[config.mk]
export PLATFORM = sky130hd
export DESIGN_NAME = alc_gain_engine
export DESIGN_NICKNAME = d
export VERILOG_FILES = /design/src/rtl/alc_pkg.sv /design/src/rtl/alc_regs.sv /design/src/rtl/alc_ctrl.sv /design/src/rtl/alc_datapath.sv /design/src/rtl/alc_gain_engine.sv
export SDC_FILE = /design/constraint.sdc
export NUM_CORES = 1
export LEC_CHECK = 0
export BUFFER_PORTS_ARGS = -buffer_cell sky130_fd_sc_hd__buf_4
export CORE_AREA = 2 2 131 133
export CTS_CLUSTER_DIAMETER = 200
export DETAILED_ROUTE_END_ITERATION = 7
export DIE_AREA = 0 0 133 135
export PLACE_DENSITY = 0.69
export SYNTH_ARGS = -nofsm -noshare
export SYNTH_HDL_FRONTEND = slang
export SYNTH_SLANG_ARGS = --single-unit
[constraint.sdc]
create_clock -name clk -period 4.2 [get_ports clk]
set_input_delay 0.21 -clock clk [delete_from_list [all_inputs] [get_ports clk]]
set_output_delay 0.21 -clock clk [all_outputs]
set_load 0.05 [all_outputs]
[src/rtl/alc_pkg.sv]
package alc_pkg;

  typedef enum logic [1:0] {
    MODE_OFF    = 2'b00,
    MODE_RIGHT  = 2'b01,
    MODE_LEFT   = 2'b10,
    MODE_STEREO = 2'b11
  } alc_mode_e;

  typedef struct packed {
    alc_mode_e  mode;
    logic [2:0] maxGain;
    logic [1:0] zcTimeout;
    logic       zcEn;
    logic [3:0] target;
    logic [3:0] holdCode;
    logic [3:0] decayCode;
    logic [3:0] attackCode;
  } alc_cfg_t;

  // control -> datapath
  typedef struct packed {
    logic stepUp;
    logic stepDown;
    logic commit;
  } alc_strobe_t;

  // datapath -> control
  typedef struct packed {
    logic over;
    logic under;
    logic pending;
    logic crossing;
  } alc_status_t;

  localparam logic [15:0] CTRL_REG_RST = 16'h3E00;
  localparam logic [15:0] LOOP_REG_RST = 16'hB032;
  localparam int          RATE_SAT     = 10;
  localparam int          TARGET_OFS   = 19;

endpackage

[src/rtl/alc_regs.sv]
module alc_regs
  import alc_pkg::*;
(
  input  logic        clk,
  input  logic        rstN,
  input  logic        cfgWe,
  input  logic        cfgAddr,
  input  logic [15:0] cfgWdata,
  output logic [15:0] cfgRdata,
  output alc_cfg_t    cfg
);

  logic [15:0] ctrlReg;
  logic [15:0] loopReg;

  always_ff @(posedge clk) begin
    if (!rstN) begin
      ctrlReg <= CTRL_REG_RST;
      loopReg <= LOOP_REG_RST;
    end else if (cfgWe) begin
      if (cfgAddr) loopReg <= cfgWdata;
      else         ctrlReg <= cfgWdata;
    end
  end

  assign cfgRdata = cfgAddr ? loopReg : ctrlReg;

  always_comb begin
    cfg.mode       = alc_mode_e'(ctrlReg[15:14]);
    cfg.maxGain    = ctrlReg[13:11];
    cfg.zcTimeout  = ctrlReg[10:9];
    cfg.zcEn       = ctrlReg[8];
    cfg.target     = loopReg[15:12];
    cfg.holdCode   = loopReg[11:8];
    cfg.decayCode  = loopReg[7:4];
    cfg.attackCode = loopReg[3:0];
  end

endmodule

[src/rtl/alc_ctrl.sv]
module alc_ctrl
  import alc_pkg::*;
#(
  parameter int TICK_DIV   = 1024,
  parameter int HOLD_BASE  = 4,
  parameter int DEC_BASE   = 36,
  parameter int ATK_BASE   = 9,
  parameter int ZC_BASE_SH = 14
) (
  input  logic        clk,
  input  logic        rstN,
  input  alc_mode_e   mode,
  input  logic        zcEn,
  input  logic [1:0]  zcTimeout,
  input  logic [3:0]  holdCode,
  input  logic [3:0]  decayCode,
  input  logic [3:0]  attackCode,
  input  alc_status_t status,
  output alc_strobe_t strobe
);

  localparam int MAX_HOLD = HOLD_BASE << 14;
  localparam int MAX_DEC  = DEC_BASE << RATE_SAT;
  localparam int MAX_ATK  = ATK_BASE << RATE_SAT;
  localparam int MAX_RATE = (MAX_DEC > MAX_ATK) ? MAX_DEC : MAX_ATK;
  localparam int MAX_LEN  = (MAX_HOLD > MAX_RATE) ? MAX_HOLD : MAX_RATE;
  localparam int CNT_W    = $clog2(MAX_LEN + 1);
  localparam int TICK_W   = $clog2(TICK_DIV + 1);
  localparam int ZC_W     = ZC_BASE_SH + 4;

  typedef enum logic [1:0] {DIR_EQ, DIR_OVER, DIR_UNDER} dir_e;

  function automatic logic [CNT_W-1:0] rateLen(input int base, input logic [3:0] code);
    logic [3:0]       satCode;
    logic [CNT_W-1:0] baseVal;
    satCode = (code > 4'(RATE_SAT)) ? 4'(RATE_SAT) : code;
    baseVal = CNT_W'(base);
    return baseVal << satCode;
  endfunction

  logic [TICK_W-1:0] tickCnt;
  logic              tick;
  logic [CNT_W-1:0]  holdCnt, rateCnt;
  logic [CNT_W-1:0]  holdLen, atkLen, decLen;
  logic [CNT_W:0]    rateNext;
  logic              atkHit, decHit, holdDone;
  logic [ZC_W-1:0]   toCnt, toLen;
  logic              toHit;
  dir_e              dirNow, prevDir;
  logic              loopOn, counting;

  assign tick     = (tickCnt == TICK_W'(TICK_DIV - 1));
  assign loopOn   = (mode != MODE_OFF);
  assign dirNow   = status.over ? DIR_OVER : (status.under ? DIR_UNDER : DIR_EQ);
  assign counting = loopOn && (dirNow == prevDir) && (dirNow != DIR_EQ);

  assign holdLen  = (holdCode == 4'd0) ? '0
                  : (CNT_W'(HOLD_BASE) << (holdCode - 4'd1));
  assign atkLen   = rateLen(ATK_BASE, attackCode);
  assign decLen   = rateLen(DEC_BASE, decayCode);
  assign rateNext = {1'b0, rateCnt} + (CNT_W+1)'(1);
  assign atkHit   = rateNext >= {1'b0, atkLen};
  assign decHit   = rateNext >= {1'b0, decLen};
  assign holdDone = (holdCnt >= holdLen);

  assign toLen = ZC_W'(1) << (ZC_BASE_SH + int'(zcTimeout));
  assign toHit = (toCnt == toLen - ZC_W'(1));

  always_comb begin
    strobe.stepDown = counting && tick && (dirNow == DIR_OVER) && atkHit;
    strobe.stepUp   = counting && tick && (dirNow == DIR_UNDER) && holdDone && decHit;
    strobe.commit   = status.pending && (!zcEn || status.crossing || toHit);
  end

  always_ff @(posedge clk) begin
    if (!rstN) begin
      tickCnt <= '0;
      holdCnt <= '0;
      rateCnt <= '0;
      prevDir <= DIR_EQ;
      toCnt   <= '0;
    end else begin
      tickCnt <= tick ? '0 : tickCnt + TICK_W'(1);
      prevDir <= dirNow;

      // hold restarts at or above target
      if (!loopOn || dirNow != DIR_UNDER) begin
        holdCnt <= '0;
      end else if (tick && !holdDone) begin
        holdCnt <= holdCnt + CNT_W'(1);
      end

      if (!counting) begin
        rateCnt <= '0;
      end else if (tick) begin
        if (dirNow == DIR_OVER) begin
          rateCnt <= atkHit ? '0 : rateNext[CNT_W-1:0];
        end else if (holdDone) begin
          rateCnt <= decHit ? '0 : rateNext[CNT_W-1:0];
        end
      end

      if (!status.pending || strobe.commit) toCnt <= '0;
      else                                  toCnt <= toCnt + ZC_W'(1);
    end
  end

endmodule

[src/rtl/alc_datapath.sv]
module alc_datapath
  import alc_pkg::*;
#(
  parameter int GAIN_W   = 5,
  parameter int LVL_W    = 8,
  parameter int GAIN_RST = 8
) (
  input  logic                    clk,
  input  logic                    rstN,
  input  alc_mode_e               mode,
  input  logic [2:0]              maxGain,
  input  logic [3:0]              target,
  input  alc_strobe_t             strobe,
  input  logic                    levelValid,
  input  logic signed [LVL_W-1:0] levelL,
  input  logic signed [LVL_W-1:0] levelR,
  input  logic                    sampValid,
  input  logic                    sampSignL,
  input  logic                    sampSignR,
  input  logic [GAIN_W-1:0]       manGainL,
  input  logic [GAIN_W-1:0]       manGainR,
  output alc_status_t             status,
  output logic [GAIN_W-1:0]       loopGain,
  output logic [GAIN_W-1:0]       appliedGain,
  output logic [GAIN_W-1:0]       gainL,
  output logic [GAIN_W-1:0]       gainR
);

  logic signed [LVL_W-1:0] levelSel, levelPick, tgtLvl;
  logic [GAIN_W-1:0]       limit;
  logic                    prevSignL, prevSignR, seenSamp;
  logic                    crossL, crossR;
  logic                    driveL, driveR;

  always_comb begin
    case (mode)
      MODE_RIGHT: levelPick = levelR;
      MODE_LEFT:  levelPick = levelL;
      default:    levelPick = (levelL > levelR) ? levelL : levelR;
    endcase
  end

  assign tgtLvl = $signed(LVL_W'(target)) - $signed(LVL_W'(TARGET_OFS));
  assign limit  = GAIN_W'({maxGain, 2'b00});

  assign crossL = sampValid && seenSamp && (sampSignL != prevSignL);
  assign crossR = sampValid && seenSamp && (sampSignR != prevSignR);
  assign driveL = (mode == MODE_LEFT)  || (mode == MODE_STEREO);
  assign driveR = (mode == MODE_RIGHT) || (mode == MODE_STEREO);

  always_comb begin
    status.over     = levelSel > tgtLvl;
    status.under    = levelSel < tgtLvl;
    status.pending  = (appliedGain != loopGain);
    status.crossing = (driveL && crossL) || (driveR && crossR);
  end

  always_ff @(posedge clk) begin
    if (!rstN) begin
      levelSel    <= tgtLvl;
      loopGain    <= GAIN_W'(GAIN_RST);
      appliedGain <= GAIN_W'(GAIN_RST);
      prevSignL   <= 1'b0;
      prevSignR   <= 1'b0;
      seenSamp    <= 1'b0;
    end else begin
      if (levelValid) levelSel <= levelPick;

      if (loopGain > limit) begin
        loopGain <= limit;
      end else if (strobe.stepDown && loopGain != '0) begin
        loopGain <= loopGain - GAIN_W'(1);
      end else if (strobe.stepUp && loopGain < limit) begin
        loopGain <= loopGain + GAIN_W'(1);
      end

      if (strobe.commit) appliedGain <= loopGain;

      if (sampValid) begin
        prevSignL <= sampSignL;
        prevSignR <= sampSignR;
        seenSamp  <= 1'b1;
      end
    end
  end

  assign gainL = driveL ? appliedGain : manGainL;
  assign gainR = driveR ? appliedGain : manGainR;

endmodule

[src/rtl/alc_gain_engine.sv]
module alc_gain_engine
  import alc_pkg::*;
#(
  parameter int GAIN_W     = 5,
  parameter int LVL_W      = 8,
  parameter int TICK_DIV   = 1024,
  parameter int HOLD_BASE  = 4,
  parameter int DEC_BASE   = 36,
  parameter int ATK_BASE   = 9,
  parameter int ZC_BASE_SH = 14
) (
  input  logic                    clk,
  input  logic                    rstN,
  input  logic                    cfgWe,
  input  logic                    cfgAddr,
  input  logic [15:0]             cfgWdata,
  output logic [15:0]             cfgRdata,
  input  logic                    levelValid,
  input  logic signed [LVL_W-1:0] levelL,
  input  logic signed [LVL_W-1:0] levelR,
  input  logic                    sampValid,
  input  logic                    sampSignL,
  input  logic                    sampSignR,
  input  logic [GAIN_W-1:0]       manGainL,
  input  logic [GAIN_W-1:0]       manGainR,
  output logic [GAIN_W-1:0]       gainL,
  output logic [GAIN_W-1:0]       gainR
);

  alc_cfg_t          cfg;
  alc_strobe_t       strobe;
  alc_status_t       status;
  logic [GAIN_W-1:0] loopGain, appliedGain;

  alc_regs u_regs (
    .clk      (clk),
    .rstN     (rstN),
    .cfgWe    (cfgWe),
    .cfgAddr  (cfgAddr),
    .cfgWdata (cfgWdata),
    .cfgRdata (cfgRdata),
    .cfg      (cfg)
  );

  alc_ctrl #(
    .TICK_DIV   (TICK_DIV),
    .HOLD_BASE  (HOLD_BASE),
    .DEC_BASE   (DEC_BASE),
    .ATK_BASE   (ATK_BASE),
    .ZC_BASE_SH (ZC_BASE_SH)
  ) u_ctrl (
    .clk        (clk),
    .rstN       (rstN),
    .mode       (cfg.mode),
    .zcEn       (cfg.zcEn),
    .zcTimeout  (cfg.zcTimeout),
    .holdCode   (cfg.holdCode),
    .decayCode  (cfg.decayCode),
    .attackCode (cfg.attackCode),
    .status     (status),
    .strobe     (strobe)
  );

  alc_datapath #(
    .GAIN_W (GAIN_W),
    .LVL_W  (LVL_W)
  ) u_dp (
    .clk         (clk),
    .rstN        (rstN),
    .mode        (cfg.mode),
    .maxGain     (cfg.maxGain),
    .target      (cfg.target),
    .strobe      (strobe),
    .levelValid  (levelValid),
    .levelL      (levelL),
    .levelR      (levelR),
    .sampValid   (sampValid),
    .sampSignL   (sampSignL),
    .sampSignR   (sampSignR),
    .manGainL    (manGainL),
    .manGainR    (manGainR),
    .status      (status),
    .loopGain    (loopGain),
    .appliedGain (appliedGain),
    .gainL       (gainL),
    .gainR       (gainR)
  );

endmodule

==> results of run 1 <==
critical path, stage by stage, from the launching register on:
cell,delay (ns)
dfxtp_4,0.37
and4_1,0.21
nand4_1,0.19
buf_4,0.21
xnor2_2,0.13
ha_1,0.33
a211oi_2,0.21
nor2_1,0.07
a2111o_1,0.42
a311o_2,0.42
nor2_4,0.15
nor4_4,0.08
fa_2,0.38
a21o_1,0.16
a21o_1,0.17
and4_4,0.20
or3_4,0.32
o311ai_2,0.07
power groups by stage:
stage	Sequential, mW	Combinational [mW]	Clock (mW)
3_3_place_gp	1.23	0.557	0
6_report	1.21	0.582	1.45
4_1_cts	1.21	0.570	1.46
2_1_floorplan	1.22	0.390	0
5_1_grt	1.21	0.642	1.51
3_5_place_dp	1.23	0.561	0
worst paths after layout:
| path | from | to | slack, ns |
|---|---|---|---|
| worst max-delay path | u_ctrl.rateCnt[0]$_SDFFE_PN0P_ | u_dp.loopGain[4]$_SDFFE_PN0P_ | 0.02 |
| worst min-delay path | cfgWdata[4] | u_regs.loopReg[4]$_SDFFE_PN1P_ | 0.02 |
| worst max register to register | u_ctrl.rateCnt[0]$_SDFFE_PN0P_ | u_dp.loopGain[4]$_SDFFE_PN0P_ | 0.02 |
| worst min register to register | u_ctrl.rateCnt[16]$_SDFFE_PN0P_ | u_ctrl.rateCnt[16]$_SDFFE_PN0P_ | 0.45 |
layer usage:
layer	GRT usage (%)	up-vias	part of all wire [%]
met1	31.2	3485	47
met4	7.77	0	1.7
met5	0	-	0
li1	-	3795	-
met2	38.6	174	47
met3	4.54	27	4.3
cell usage in the layout (no fill, tap or decap), types with 18 or more instances in the layout:
master     netlist  final
a21oi_1         53     53
buf_4            0    123
clkbuf_16        0     18
dfxtp_1        110    103
ha_1            82     79
inv_1           43     43
mux2_2          23     23
nand2_1        137    137
nand3_1         42     40
nand4_1         23     23
nor2_1          90     86
nor3_1          25     25
o211ai_1        24     24
o21ai_0         33     31
xnor2_1         37     34
xor2_1          22     20
flip-flops by register name (all words and copies together), names as in the netlist, 2 cells and up:
| name | count |
|---|---|
| u_ctrl.holdCnt | 17 |
| u_ctrl.prevDir | 2 |
| u_ctrl.rateCnt | 17 |
| u_ctrl.tickCnt | 11 |
| u_ctrl.toCnt | 18 |
| u_dp.appliedGain | 5 |
| u_dp.levelSel | 8 |
| u_dp.loopGain | 5 |
| u_regs.ctrlReg | 16 |
| u_regs.loopReg | 16 |
cells in the mapped netlist (all sizes together) (6+ instances only):
cell type | instances | share of area, %
and3 | 13 | 1.0
o211ai | 25 | 2.4
edfxtp | 8 | 2.9
inv | 43 | 2.0
and2 | 8 | 0.61
nand3 | 42 | 2.6
o21ai | 37 | 2.3
nand2 | 137 | 6.3
nand4 | 24 | 1.9
a22oi | 6 | 0.55
a211oi | 11 | 1.1
a21oi | 54 | 3.4
and4 | 9 | 0.98
a21o | 10 | 0.92
a21boi | 8 | 0.74
buf | 10 | 0.69
mux2i | 11 | 1.4
mux2 | 23 | 3.2
nor2 | 90 | 4.1
nand2b | 11 | 0.84
xor2 | 22 | 2.4
dfxtp | 110 | 27
o21a | 15 | 1.4
or3 | 6 | 0.46
or2 | 7 | 0.54
nor4 | 11 | 1.2
nor2b | 14 | 1.1
clkbuf | 33 | 1.5
ha | 82 | 13
nor3 | 27 | 1.9
xnor2 | 37 | 4.0
cell families (layout without fill, tap and decap cells):
logic type / count (synthesis) / in the layout / synth area share, %
buf+inv: 86 / 202 / 4.19
xor+xnor: 59 / 59 / 6.34
fa+ha+maj: 83 / 83 / 12.8
mux: 34 / 34 / 4.53
compound gates: 208 / 208 / 17.5
simple gates: 408 / 408 / 24.6
other cells: 1 / 2 / 0.0460
flops: 118 / 118 / 30.0
timing repair:
item / 4_1_cts / 5_1_grt
hold buffers: 3 / 0
resized for setup: 7 / 29
endpoints found under the setup margin: 1 / 9
pin swaps: 2 / 23
cloned: 0 / 0
setup buffers: 1 / 8
endpoints found under the hold margin: 3 / 0
layout make-up:
class	instances	area (sq um)	area share, %
multi-input cells	794	5540	55.4
inverters	43	161	1.61
clock buffers	18	450	4.51
well taps	220	275	2.75
clock inverters	14	139	1.39
repair buffers	127	973	9.74
flip-flops and latches	118	2460	24.6
stage by stage:
stage	util, %	cells
finish	60.9	1334
global placement	55.8	1290
global route	60.9	1334
detailed placement	55.8	1290
floorplan	-	998
CTS	59.7	1326
==> out/results.tsv, run 1 <==
metric	value	unit
syn2layout_area_growth	22.7	%
grt_overflow	0	
cts_buffer_depth	2	
dp_hpwl	15.1	mm
end_kind	flip-flop	
max_freq	239	MHz
synth_cell_types	74	
cp_max_fo	5	
setup_tns	0	ns
worstSetupPathType	reg -> reg	
pre_cts_ws	-0.0510	ns
status	completed	
diodes	0	
worst_r2r_path_depth	17	
fin_crit_sh	99.5	%
ys_seq_elements	118	
cts.sinks	118	
rsz0062_at_grt	true	
layout.cell_area.non_filler	10000	sq um
antenna_found_initial	0	
grt_pass1_wl	34.5	mm
io_pins	76	
synth_area_per_cell	8.18	sq um
vdd_drop_max	0.000296	V
cap_viol_max_count	0	
root_buffer	clkbuf_16	
drt_wl_total	20.8	mm
final.min_clock_period	4.18	ns
p_switching	965	uW
core	16400	sq um
synthCells	997	
p_seq_share	37.3	%
ys_async_sr_fraction	0	%
share_comb_of_total_power	18.0	%
grt_pass1_vias	7203	
p_clk_share	44.7	%
path_clk_slew	0.06	ns
post_dp_cell_area	9150	sq um
yosysSeqAreaShare	30.0	%
crit_required	4.53	ns
viasPerCell	5.61	
synth_edf_count	8	
swShare	29.8	%
die_x	133	microns
die_y	135	microns
holdWs	0.0158	ns
final_antenna_net_count	0	
p_int	2.27	mW
dieArea	18000	sq um
cts_tree	built	
drive_gt1_share	21.3	%
setup_ws	0.0229	ns
syn_area	8150	sq um
leakagePower	4.14	nW
wl_per_cell	15.6	microns
min_path_cells	3	
htreeDepth	4	
power_density	324	nW/um^2
cts_buffers	17	
grt_usage	23.5	%
final_max_slew_viol_count	0	
final_hold_viol_count	0	
start_util	49.7	%
maxSlewHeadroom	26.9	%
power	3.24	mW
arrival	4.50	ns
clk_latency	0.42	ns
routabilityCongestion	0.883	
port_buffers	75	
remaining_drc_errors	0	
dr.pass1.iters	5	
drtIter0Drc	516	
nets	1234	
hold_path.class	in -> reg	
fp-row-count	47	
vias	7481	
start_kind	flip-flop	
synth-main-ff-cell	dfxtp_1	
yosysWarnings	0	
finalSetupViolCount	0	
fin_skew	0.00605	ns
fill_cells	1444	
tightest_slew	1.09	ns
grt_max_degree	43	
Power figures use the tool's default switching activity.
==> run 2: changes to the inputs <==
CORE_AREA = 2 2 138 140   (was 2 2 131 133)
DIE_AREA = 0 0 140 142   (was 0 0 133 135)
PLACE_DENSITY = 0.63   (was 0.69)
==> out/results.tsv, run 2 (synthesis results as in run 1) <==
metric	value	unit
io_pins	76	
arrival	4.50	ns
setup_tns	0	ns
finalSetupViolCount	0	
final_util	54.0	%
layout_common_cells	137 x nand2_1, 125 x buf_4, 104 x dfxtp_1	
pre_cts_ws	-0.100	ns
fin_skew	0.0152	ns
routabilityCongestion	0.826	
cts.sinks	118	
die_x	140	microns
final_common_cell	nand2_1	
violations	design-rule violations	
grt_max_degree	43	
diodes	0	
cp_max_fo	4	
power_density	322	nW/um^2
route.top_layer_used	met4	
core	18500	sq um
cts_tree	built	
status	finished with violations	
wl_met2	9.56	mm
hold_path.class	in -> reg	
antenna_found_initial	0	
dieArea	19900	sq um
grt_pass1_wl	34.7	mm
final_max_slew_viol_count	0	
fin_crit_sh	99.5	%
tightest_slew	0.920	ns
drt-met1-wl	9.99	mm
syn2layout_area_growth	22.2	%
root_buffer	clkbuf_16	
drive_gt1_share	20.4	%
wl_per_cell	15.3	microns
leakagePower	4.12	nW
viasPerCell	5.48	
grt_overflow	0	
final_antenna_net_count	0	
setup_ws	0.0212	ns
remaining_drc_errors	1	
vias	7407	
cts_buffer_depth	2	
die_y	142	microns
end_kind	flip-flop	
clk_latency	0.43	ns
holdWs	0.0193	ns
final.min_clock_period	4.18	ns
layout.cell_area.non_filler	9960	sq um
largest-register	u_ctrl.toCnt	
crit_required	4.53	ns
max_freq	239	MHz
dr.pass1.iters	7	
drt_wl_total	20.6	mm
final_hold_viol_count	0	
cts_buffers	17	
largest_register_ffs	18	
fp-row-count	50	
start_kind	flip-flop	
grt_pass1_vias	7131	
htreeDepth	4	
vdd_drop_max	0.000274	V
start_util	44.2	%
path_clk_slew	0.07	ns
post_dp_cell_area	9160	sq um
port_buffers	75	
dp_hpwl	15.1	mm
cap_viol_max_count	0	
drtIter0Drc	395	
rsz0062_at_grt	true	
grt_usage	21.4	%
worstSetupPathType	reg -> reg	
nets	1238	
maxSlewHeadroom	38.3	%
dr_wl_met3	898	microns
reg.largest.list	u_ctrl.toCnt: 18 flops, u_ctrl.holdCnt: 17 flops, u_ctrl.rateCnt: 17 flops	
==> run 2: cell types whose count changed in the layout (fill, tap and decap cells not counted), sizes merged <==
cell	change
dlygate4sd3	+2
clkinv	-3
clkbuf	-1
buf	+2
inv	+6
bufinv	-1
clkinvlp	-1
==> run 2: layer usage <==
layer,up-vias,track usage (%)
met5,-,0
met1,3444,29.1
li1,3783,-
met3,15,4.58
met2,165,35.3
met4,0,4.25
==> run 2: where the power goes <==
group          switching (mW)  total (mW)  internal [mW]
sequential             0.0349        1.21           1.17
clock                   0.631        1.42          0.790
combinational           0.342       0.577          0.235
==> run 2: timing repair <==
action | 4_1_cts | 5_1_grt
setup buffers | 12 | 0
setup endpoints to repair | 1 | 9
cloned | 0 | 0
resized for setup | 19 | 5
pin swaps | 30 | 9
endpoints found under the hold margin | 5 | 0
hold buffers | 5 | 0
==> run 2: stage by stage <==
| step | power (mW) | cells |
|---|---|---|
| CTS | 3.22 | 1352 |
| finish | 3.20 | 1352 |
| global placement | 1.79 | 1303 |
| detailed placement | 1.79 | 1303 |
| global route | 3.34 | 1352 |
| floorplan | 1.61 | 998 |
==> run 2: final timing paths <==
path	slack (ns)	from	end	cells past startpoint
min reg2reg	0.45	u_ctrl.rateCnt[2]$_SDFFE_PN0P_	u_ctrl.rateCnt[2]$_SDFFE_PN0P_	2
min	0.02	cfgWdata[5]	u_regs.loopReg[5]$_SDFFE_PN1P_	3
max	0.02	u_regs.loopReg[2]$_SDFFE_PN0P_	u_dp.loopGain[4]$_SDFFE_PN0P_	17
max reg2reg	0.02	u_regs.loopReg[2]$_SDFFE_PN0P_	u_dp.loopGain[4]$_SDFFE_PN0P_	17
==> run 2: final cells by class <==
class | count | area (sq um)
clock buffers | 17 | 425
clock inverters | 15 | 145
fillers | 1715 | 8490
inverters | 43 | 161
multi-input cells | 794 | 5470
flip-flops and latches | 118 | 2450
well taps | 234 | 293
repair buffers | 131 | 1010
==> run 2: worst max-delay path, cell delays in order (launching register included) <==
cell and delay (ns):
dfxtp_2 0.34, o21ai_2 0.16, and2_4 0.18, ha_4 0.20
or3_1 0.42, ha_4 0.27, a21oi_2 0.13, o21ai_1 0.07
a2111o_1 0.40, a311o_2 0.43, nor2_4 0.12, nor4_4 0.06
fa_2 0.38, a21o_1 0.18, a21o_1 0.16, and4_1 0.20
or3_1 0.30, o311ai_1 0.07
==> run 3: changes to the inputs <==
CORE_AREA = 2 2 139 141   (was 2 2 138 140)
CTS_CLUSTER_SIZE = 40   (was not set)
DIE_AREA = 0 0 141 143   (was 0 0 140 142)
SYNTH_HIERARCHICAL = 1   (was not set)
==> out/results.tsv, run 3 <==
metric	value	unit
syn2layout_area_growth	20.9	%
clk_latency	0.43	ns
drtIter0Drc	404	
tightest_slew	1.01	ns
final_hold_viol_count	0	
fill_cells	1735	
grt_pass1_vias	6950	
cts_buffer_depth	2	
finalSetupViolCount	0	
grt_pass1_wl	34.2	mm
power	3.20	mW
arrival	4.47	ns
fp-row-count	50	
slowest_delay	0.39	ns
start_kind	flip-flop	
synth-compound-area-share	14.5	%
crit_slowest_cell	a2111oi_4	
antenna_found_initial	0	
synthMuxAreaShare	7.12	%
root_buffer	clkbuf_16	
synth_fa_ha_area_share	12.3	%
core	18600	sq um
synth_area_leaders	dfxtp_1 26%, ha_1 12%, nand2_1 5.2%	
viasPerCell	5.38	
layout_common_cells	135 x buf_4, 116 x nand2_1, 106 x dfxtp_1	
worst_r2r_path_depth	20	
layout.cell_area.non_filler	10100	sq um
diodes	0	
vias	7172	
final_common_cell	buf_4	
grt_overflow	0	
cts.sinks	118	
yosysWarnings	6	
holdWs	0.0431	ns
rsz0062_at_grt	true	
synth_cell_types	77	
path_clk_slew	0.07	ns
leakagePower	4.32	nW
yosysSeqAreaShare	29.4	%
grt_max_degree	71	
largest-register	u_ctrl/toCnt	
final_max_slew_viol_count	0	
cp_common_cell	buf_4	
cts_tree	built	
synth-main-ff-cell	dfxtp_1	
synth_area_per_cell	8.47	sq um
drive_gt1_share	22.8	%
synthTopCellsByCount	116 x nand2_1, 110 x dfxtp_1, 83 x nor2_1	
grt_usage	20.9	%
die_x	141	microns
drt_wl_total	20.1	mm
crit_required	4.54	ns
synth_most_common_cell	nand2_1	
end_kind	flip-flop	
synth_edf_count	8	
routabilityCongestion	0.887	
cts_buffers	17	
min_path_cells	3	
fin_skew	0.0141	ns
synth_top_area_share	26.5	%
port_buffers	75	
io_pins	76	
ys_seq_elements	118	
wl_per_cell	15.1	microns
dp_hpwl	14.8	mm
post_dp_cell_area	9320	sq um
fin_crit_sh	98.4	%
maxSlewHeadroom	32.2	%
start_util	44.8	%
power_density	318	nW/um^2
dieArea	20200	sq um
synthCells	982	
synthXorXnorAreaFrac	7.16	%
dr.pass1.iters	4	
die_y	143	microns
nets	1218	
remaining_drc_errors	0	
synth_top_family_by_area	simple AND/OR/NAND/NOR gates	
yosys.area.top_type	dfxtp_1	
synthSimpleGateAreaFrac	23.9	%
cap_viol_max_count	0	
syn_area	8320	sq um
cp_max_fo	4	
final.min_clock_period	4.13	ns
vdd_drop_max	0.000348	V
hold_path.class	in -> reg	
max_freq	242	MHz
worstSetupPathType	reg -> reg	
largest_register_ffs	18	
status	completed	
htreeDepth	4	
final_antenna_net_count	0	
ys_async_sr_fraction	0	%
reg.largest.list	u_ctrl/toCnt: 18 flops, u_ctrl/holdCnt: 17 flops, u_ctrl/rateCnt: 17 flops	
crit_path_cell_trace	ha_4, nand3_4, nor3b_4, buf_4, xor2_1, buf_4, ha_1, nand4_1, a211oi_1, a2111oi_4, nor2_2, o211a_1, o41ai_4, inv_2, fa_2, a21o_1, a21oi_2, xnor2_1, or3_1, a311oi_1	
## run 3: cell count changes after synthesis, moves of 13 or more
cell / delta
a21oi_1: -21
nand2_1: -21
mux2i_1: +20
clkbuf_1: -13
## run 3: cell families (layout without fill, tap and decap cells)
| group | Yosys count | in the layout |
|---|---|---|
| buffers and inverters | 95 | 212 |
| multiplexers | 56 | 56 |
| AO/OA/AOI/OAI | 167 | 167 |
| AND/OR/NAND/NOR | 396 | 396 |
| adder cells (fa/ha/maj) | 81 | 81 |
| XOR/XNOR | 68 | 68 |
| flip-flops | 118 | 118 |
| other | 1 | 2 |
## run 3: power by group
| group | switching (mW) | internal (mW) | total [mW] |
|---|---|---|---|
| combinational | 0.326 | 0.233 | 0.559 |
| clock | 0.645 | 0.795 | 1.44 |
| sequential | 0.0316 | 1.17 | 1.20 |
| total | 1.00 | 2.20 | 3.20 |
## run 3: cell type report
| cell class | instances | area (sq um) | share of cell area [%] |
|---|---|---|---|
| clock buffers | 17 | 425 | 4.23 |
| flip-flops and latches | 118 | 2450 | 24.4 |
| inverters | 45 | 169 | 1.68 |
| repair buffers | 135 | 1010 | 10.1 |
| clock inverters | 15 | 154 | 1.53 |
| well taps | 234 | 293 | 2.91 |
| multi-input cells | 770 | 5550 | 55.2 |
## run 3: path summary, 6_finish.rpt
kind / start / endpoint / slack, ns
worst min-delay path: cfgWdata[9] / u_regs/loopReg[9]$_SDFFE_PN0P_ / 0.04
worst max-delay path: u_ctrl/rateCnt[1]$_SDFFE_PN0P_ / u_dp/loopGain[4]$_SDFFE_PN0P_ / 0.07
worst min register to register: u_ctrl/tickCnt[0]$_SDFF_PP0_ / u_ctrl/tickCnt[0]$_SDFF_PP0_ / 0.46
worst max register to register: u_ctrl/rateCnt[1]$_SDFFE_PN0P_ / u_dp/loopGain[4]$_SDFFE_PN0P_ / 0.07
## run 3: worst max-delay path, delay by kind of cell (launching register included)
family                     cells  cell delay, ns
AOI/OAI and AO/OA              7            1.35
xor gates and xnor gates       2            0.25
adders and majority gates      3            0.75
buffers and inverters          3            0.43
DFF                            1            0.37
and+or+nand+nor                5            0.91
## run 3: metrics by stage
step / utilization, % / setup WS, ns / cells / setup TNS [ns]
global placement: 50.2 / 0.0617 / 1298 / 0
CTS: 53.6 / 0.0163 / 1333 / 0
detailed placement: 50.2 / -0.0680 / 1298 / -0.0680
floorplan: - / 0.0379 / 983 / 0
global route: 54.1 / -0.212 / 1334 / -0.212
finish: 54.1 / 0.0680 / 1334 / 0
## run 3: timing repair
action | in CTS | in global routing
gates resized for setup | 7 | 21
pin swaps | 13 | 10
setup buffers | 3 | 1
setup endpoints to repair | 1 | 2
cloned | 0 | 0
hold buffers | 0 | 0
## run 3: layer usage
| layer | track usage (%) | vias up | wire length, microns |
|---|---|---|---|
| met5 | 0 | - | 0 |
| met4 | 5.79 | 0 | 231 |
| met3 | 4.26 | 18 | 816 |
| met2 | 34.4 | 143 | 9400 |
| met1 | 27.9 | 3308 | 9680 |
| li1 | - | 3703 | - |
